## config.mk

```make
export PLATFORM = sky130hd
export DESIGN_NAME = tl_phase_seq
export DESIGN_NICKNAME = d
export VERILOG_FILES = /design/src/rtl/tl_phase_pkg.sv /design/src/rtl/tl_ref_wave.sv /design/src/rtl/tl_halver.sv /design/src/rtl/tl_lamp_decode.sv /design/src/rtl/tl_phase_seq.sv
export SDC_FILE = /design/constraint.sdc
export NUM_CORES = 1
export LEC_CHECK = 0
export BUFFER_PORTS_ARGS = -buffer_cell sky130_fd_sc_hd__buf_4
export CORE_AREA = 2 2 39 41
export DETAILED_ROUTE_END_ITERATION = 16
export DIE_AREA = 0 0 41 43
export GPL_ROUTABILITY_DRIVEN = 1
export SLEW_MARGIN = 15
export SYNTH_ARGS = -nofsm -noshare
export SYNTH_HDL_FRONTEND = slang
export SYNTH_HIERARCHICAL = 1
export SYNTH_SLANG_ARGS = --single-unit
```

## constraint.sdc

```tcl
create_clock -name clk -period 1 [get_ports clk]
set_clock_uncertainty 0.1 [all_clocks]
set_input_delay 0.15 -clock clk [delete_from_list [all_inputs] [get_ports clk]]
set_output_delay 0.15 -clock clk [all_outputs]
set_load 0.01 [all_outputs]
```

## src/rtl/tl_phase_pkg.sv

```systemverilog
package tl_phase_pkg;
   localparam int PHASE_W = 2;
   localparam int N_PHASES = 1 << PHASE_W;

   typedef enum logic [PHASE_W-1:0] {
      PH_YEL     = 2'd0,
      PH_RED     = 2'd1,
      PH_RED_YEL = 2'd2,
      PH_GREEN   = 2'd3
   } phase_e;

   typedef struct packed {
      logic red;
      logic yellow;
      logic green;
   } lamp_t;
endpackage

```

## src/rtl/tl_ref_wave.sv

```systemverilog
module tl_ref_wave #(
   parameter bit RESET_LEVEL = 1'b1
) (
   input  logic clk,
   input  logic rst,
   input  logic half_tick,
   output logic level
);
   always_ff @(posedge clk) begin
      if (rst)            level <= RESET_LEVEL;
      else if (half_tick) level <= ~level;
   end

   // the modelled level inverts on each tick
   a_r4_level_flip: assert property (@(posedge clk) disable iff (rst)
      half_tick |=> (level != $past(level)));
   a_r4_level_hold: assert property (@(posedge clk) disable iff (rst)
      !half_tick |=> $stable(level));
endmodule

```

## src/rtl/tl_halver.sv

```systemverilog
module tl_halver (
   input  logic clk,
   input  logic rst,
   input  logic half_tick,
   input  logic level,
   output logic div_q
);
   logic falling;
   assign falling = half_tick & level;

   always_ff @(posedge clk) begin
      if (rst)          div_q <= 1'b0;
      else if (falling) div_q <= ~div_q;
   end

   // divided bit flips only when the level leaves high
   a_r5_div_flip: assert property (@(posedge clk) disable iff (rst)
      (half_tick && level) |=> (div_q != $past(div_q)));
   a_r5_div_hold: assert property (@(posedge clk) disable iff (rst)
      !(half_tick && level) |=> $stable(div_q));
endmodule

```

## src/rtl/tl_lamp_decode.sv

```systemverilog
module tl_lamp_decode
   import tl_phase_pkg::*;
#(
   parameter bit ACTIVE_LOW = 1'b0
) (
   input  logic               clk,
   input  logic               rst,
   input  logic               level,
   input  logic               div_q,
   output lamp_t              lamps,
   output logic [PHASE_W-1:0] phase
);
   lamp_t raw;

   always_comb begin
      raw.yellow = level;
      raw.red    = div_q;
      raw.green  = ~level & ~div_q;
   end

   // phase: (1,0)->0, (0,1)->1, (1,1)->2, (0,0)->3
   assign phase = {~(level ^ div_q), ~level};

   generate
      if (ACTIVE_LOW) begin : g_low
         assign lamps = ~raw;
      end else begin : g_high
         assign lamps = raw;
      end
   endgenerate

   // green stands alone
   a_r6_green_alone: assert property (@(posedge clk) disable iff (rst)
      raw.green |-> (!raw.red && !raw.yellow));
   // exactly one of the four patterns
   a_r7_one_pattern: assert property (@(posedge clk) disable iff (rst)
      $onehot({raw.yellow & ~raw.red, raw.red & ~raw.yellow,
               raw.red & raw.yellow, raw.green}));
endmodule

```

## src/rtl/tl_phase_seq.sv

```systemverilog
module tl_phase_seq
   import tl_phase_pkg::*;
#(
   parameter bit LAMP_ACTIVE_LOW = 1'b0
) (
   input  logic               clk,
   input  logic               rst,
   input  logic               half_tick,
   output logic               lamp_red,
   output logic               lamp_yellow,
   output logic               lamp_green,
   output logic [PHASE_W-1:0] phase_idx
);
   generate
      if (N_PHASES != 4) begin : g_bad_cfg
         $error("tl_phase_seq: exactly four phases are supported");
      end
   endgenerate

   logic  level;
   logic  div_q;
   lamp_t lamps;

   tl_ref_wave #(.RESET_LEVEL(1'b1)) u_wave (
      .clk(clk), .rst(rst), .half_tick(half_tick), .level(level));

   tl_halver u_half (
      .clk(clk), .rst(rst), .half_tick(half_tick), .level(level), .div_q(div_q));

   tl_lamp_decode #(.ACTIVE_LOW(LAMP_ACTIVE_LOW)) u_dec (
      .clk(clk), .rst(rst), .level(level), .div_q(div_q),
      .lamps(lamps), .phase(phase_idx));

   assign lamp_red    = lamps.red;
   assign lamp_yellow = lamps.yellow;
   assign lamp_green  = lamps.green;

   // reset lands in the yellow-only phase
   a_r1_reset_phase: assert property (@(posedge clk)
      rst |=> (phase_idx == PH_YEL));
   // one step per tick
   a_r2_advance: assert property (@(posedge clk) disable iff (rst)
      half_tick |=> (phase_idx == $past(phase_idx) + 2'd1));
   // no tick, no change
   a_r3_hold: assert property (@(posedge clk) disable iff (rst)
      !half_tick |=> $stable({lamp_red, lamp_yellow, lamp_green, phase_idx}));
endmodule

```

* Word-level counts from Yosys, hierarchy flattened *
Index checks and enable logic that the tools add are counted.
Widths: inputs -> output; s select.

operators by class
  add/subtract/negate cells = 0
  multipliers = 0
  div/mod/pow operators = 0
  $lt $le $gt $ge = 0
  equality and inequality tests = 0
  shift operators = 0
  muxes and demuxes = 0
  bitwise operators = 6
  reductions and logical operators = 0

operators with widths
  cell         count
  $not 1->1    3
  $and 1x1->1  2
  $xor 1x1->1  1

storage, ports and cells
  bits in registers = 2
  bits in latches = 0
  memory bits (writable) = 0
  bits in read-only memories = 0
  memories = 0

* Logic depth before layout (Yosys ltp) *
  word-level depth = 2
  depth in mapped cells = 3
  gate-level depth less buffers = 3

* By module *
Netlist, hierarchy kept.

by module, submodules not included
  module          times used  cells an instance  area each (um^2)
  tl_halver       1           4                  46.3
  tl_lamp_decode  1           6                  38.8
  tl_ref_wave     1           3                  35.0

* Least setup slack after synthesis *
Ideal clock, no wire load.

  path kind = reg2out
  start point = reg u_wave.level
  end point = out phase_idx[1]
  arrival = 0.848 ns
  data required time = 0.750 ns
  path slack = -0.098 ns
  stages on the path, launching flop included = 4
  path buffers = 0
  cells stage by stage = dfxtp_1 inv_1 ha_1 inv_1

on the way
  cells in the longest elaborated chain, start to end = 2

RTL lines
  item                    line                  source
  from (decl)             tl_ref_wave.sv:7      output logic level
  from (signal assigned)  tl_ref_wave.sv:11     else if (half_tick) level <= ~level;
  $xor 1x1->1             tl_lamp_decode.sv:22  assign phase = {~(level ^ div_q), ~level};
  $not 1->1               tl_lamp_decode.sv:22
  to (decl)               tl_phase_seq.sv:12    output logic [PHASE_W-1:0] phase_idx

No other way between the ends.

* Worst setup path after layout *
  start point = reg u_half.div_q
  end point = out phase_idx[1]

on the way
  cells in the longest elaborated chain, start to end = 2

RTL lines
  item                    line                  source
  from (decl)             tl_halver.sv:6        output logic div_q
  from (signal assigned)  tl_halver.sv:13       else if (falling) div_q <= ~div_q;
  $xor 1x1->1             tl_lamp_decode.sv:22
  $not 1->1               tl_lamp_decode.sv:22

No other way between the ends.

==> impl_metrics.tcl <==
set metrics [dict create \
    nNetsFinal 31 \
    synth_ff_type "dfxtp_1" \
    use_met3_pct 0 \
    fin_area_um2 267 \
    met2_usage_pct 6.25 \
    whs_ns 0.0689 \
    synth_top_area_share_pct 33.3 \
    violations "negative setup slack" \
    synth.area.top_cells "dfxtp_1 33%, buf_4 13%, ha_1 10%, inv_1 9.4%, a21bo_1 8.3%" \
    ys_warn_count 6 \
    cp.arrival_ns 0.98 \
    portBuffers 7 \
    fmax_mhz 815 \
    place_hpwl_um 200 \
    h-tree-depth 1 \
    critPathCaptureType "output pin" \
    p_clk_share_pct 41.9 \
    setup_viol 5 \
    placed_area_um2 214 \
    coreArea_um2 1380 \
    report.final.slew_viol_count 0 \
    syn_inst 13 \
    fin_crit_ns 1.23 \
    grt_pass1_vias 138 \
    seqPwrFrac_pct 23.1 \
    dp_slack_ns -0.0332 \
    grt_start_max_net_pins 5 \
    status "finished with violations" \
    synth_compound_area_share_pct 15.6 \
    synth_top_family_by_area "buffers and inverters" \
    overflow 0 \
    power_density_nw_per_um2 1560 \
    chipHeight_um 43 \
    hold_path_class "in2reg" \
    yosysUniqueCellTypes 9 \
    drc 0 \
    synthTopCellsByCount "3 x inv_1, 2 x buf_4, 2 x dfxtp_1" \
    clk_latency_ns 0.22 \
    die-area_um2 1760 \
    path_class "reg2out" \
    final-hold-violation-count 0 \
    swShare_pct 24.9 \
    rsz0062_at_grt "yes" \
    met1_usage_pct 1.59 \
    drtAntennaViolNets 0 \
    r2r-end "u_half/div_q$_SDFFE_PP0P_" \
    netlist_area_um2 120 \
    syn2layout_area_growth_pct 122 \
    switching_power_mw 0.104 \
    synth_edf_count 0 \
    utilization_pct 19.3 \
    yosysMostFrequentCell "inv_1" \
    dr_total_vias 128 \
    worst-r2r-cell-count 3 \
    max_slew_margin_pct 92.2 \
    power.leakage_nw 0.123 \
    required_ns 0.75 \
    tritoncts "built" \
    numCtsBuffers 3 \
    yosys.area_share.simple_pct 11.5 \
    synthAdderAreaFrac_pct 10.4 \
    vdd_drop_max_mv 0.229 \
    worstHoldStart "half_tick" \
    path_max_fanout 2 \
    io-pin-count 8 \
    cell_internal_pwr_mw 0.313 \
    drtIter0Drc 0 \
    crit_path_start_kind "flip-flop" \
    holdPathEnd "u_wave/level$_SDFFE_PP1P_" \
    detail_route.first_pass.iterations 1 \
    ys_seq_area_share_pct 33.3 \
    cts_root_buf "clkbuf_4" \
    routed_wl_um 267 \
    maxCapViolCount 0 \
    start_util_pct 8.68 \
    synthMuxAreaShare_pct 0 \
    synth_xor_area_share_pct 7.29 \
    layout_setup_ws_ns -0.226 \
    antenna_cells 0 \
    routed_via_density 3.12 \
    cts_buffer_depth 2 \
    antenna_found_initial 0 \
    final_layout_size_suffix_gt1_share_pct 80.0 \
    clkTransAtPathRegs_ns 0.03 \
    r2r_slack_ns 0.11 \
    r2r-start "u_half/div_q$_SDFFE_PP0P_" \
    async_flop_share_pct 0 \
    pwr-share-comb_pct 35.0 \
    avgSynthCellArea_um2 9.24 \
    grt_usage_pct 4.00 \
    wl_per_cell_um 6.51 \
    synth_seq_cells 2 \
    yosys.area.top_type "dfxtp_1" \
    grt_pass1_wl_um 393 \
    rows 14 \
    cts_sinks 2 \
    busiest_layer "met4" \
    gp_congestion 0.512 \
    die_x_um 41 \
    finalCritPeriodShare_pct 123 \
    synth_nets 17 \
    hold_depth 3 \
    worstMarginPinSlew_ns 0.116 \
]
-- power by group through the flow --
stage / clock network [mW] / logic [mW] / registers [mW]
2_1_floorplan: 0 / 0.0674 / 0.0985
3_3_place_gp: 0 / 0.125 / 0.0952
3_5_place_dp: 0 / 0.125 / 0.0949
4_1_cts: 0.188 / 0.146 / 0.0954
5_1_grt: 0.190 / 0.160 / 0.0968
6_report: 0.174 / 0.146 / 0.0964
-- kinds of logic after synthesis --
| group | after synthesis |
|---|---|
| AO/OA/AOI/OAI | 2 |
| XOR/XNOR | 1 |
| adder cells (fa/ha/maj) | 1 |
| buffers and inverters | 5 |
| flip-flops | 2 |
| AND/OR/NAND/NOR | 2 |
-- worst max-delay path, cell delays in order, from the launching register on --
cell,delay [ns]
dfxtp_2,0.33
inv_2,0.04
ha_4,0.25
inv_2,0.03
buf_6,0.10
-- layer usage --
layer,routed length (µm),up-vias
met5,0,-
met4,0,0
met3,11,0
met2,182,4
met1,72,62
li1,-,62
-- stage by stage --
| stage | std cells | setup TNS, ns | power (mW) |
|---|---|---|---|
| global route | 41 | -0.604 | 0.447 |
| floorplan | 13 | 0 | 0.166 |
| CTS | 41 | -0.525 | 0.430 |
| finish | 41 | -0.462 | 0.417 |
| global placement | 37 | -0.0341 | 0.220 |
| detailed placement | 37 | -0.0332 | 0.220 |
-- sequential cells by signal, summed over array words and instances, names as in the netlist --
name / cells
u_wave/level: 1
u_half/div_q: 1
-- layout by cell type, fill, tap and decap left out --
cell	n
ha_4	1
dlygate4sd3_1	1
inv_2	3
dfxtp_2	2
a21bo_1	1
buf_6	5
nand3b_1	1
xnor2_1	1
buf_4	5
a21oi_2	1
clkbuf_4	3
nand2b_1	1
-- worst max path at each step --
stage,from,end,slack (ns),cells after the start
after CTS,u_wave/level$_SDFFE_PP1P_,phase_idx[1],-0.24,4
after global placement,u_half/div_q$_SDFFE_PP0P_,phase_idx[1],-0.03,4
final,u_half/div_q$_SDFFE_PP0P_,phase_idx[1],-0.23,4
after floorplan,u_wave/level$_SDFFE_PP1P_,phase_idx[1],0.05,3
after global routing,u_wave/level$_SDFFE_PP1P_,phase_idx[1],-0.25,4
after detailed placement,u_half/div_q$_SDFFE_PP0P_,phase_idx[1],-0.03,4
-- layout make-up --
type                       count  area [µm²]
multi-input combinational      6        66.3
inverter                       3        11.3
sequential                     2        42.5
timing repair buffer          11         104
tap                           16        20.0
clock buffer                   3        22.5
fill                         162        1120
-- timing repair --
action | CTS | global route
hold endpoints to repair | 1 | 0
gates resized for setup | 6 | 1
pin swaps | 1 | 1
gates cloned | 0 | 0
endpoints found under the setup margin | 5 | 5
buffers inserted | 0 | 1
hold buffers | 1 | 0
(Power assumes the default switching activity.)
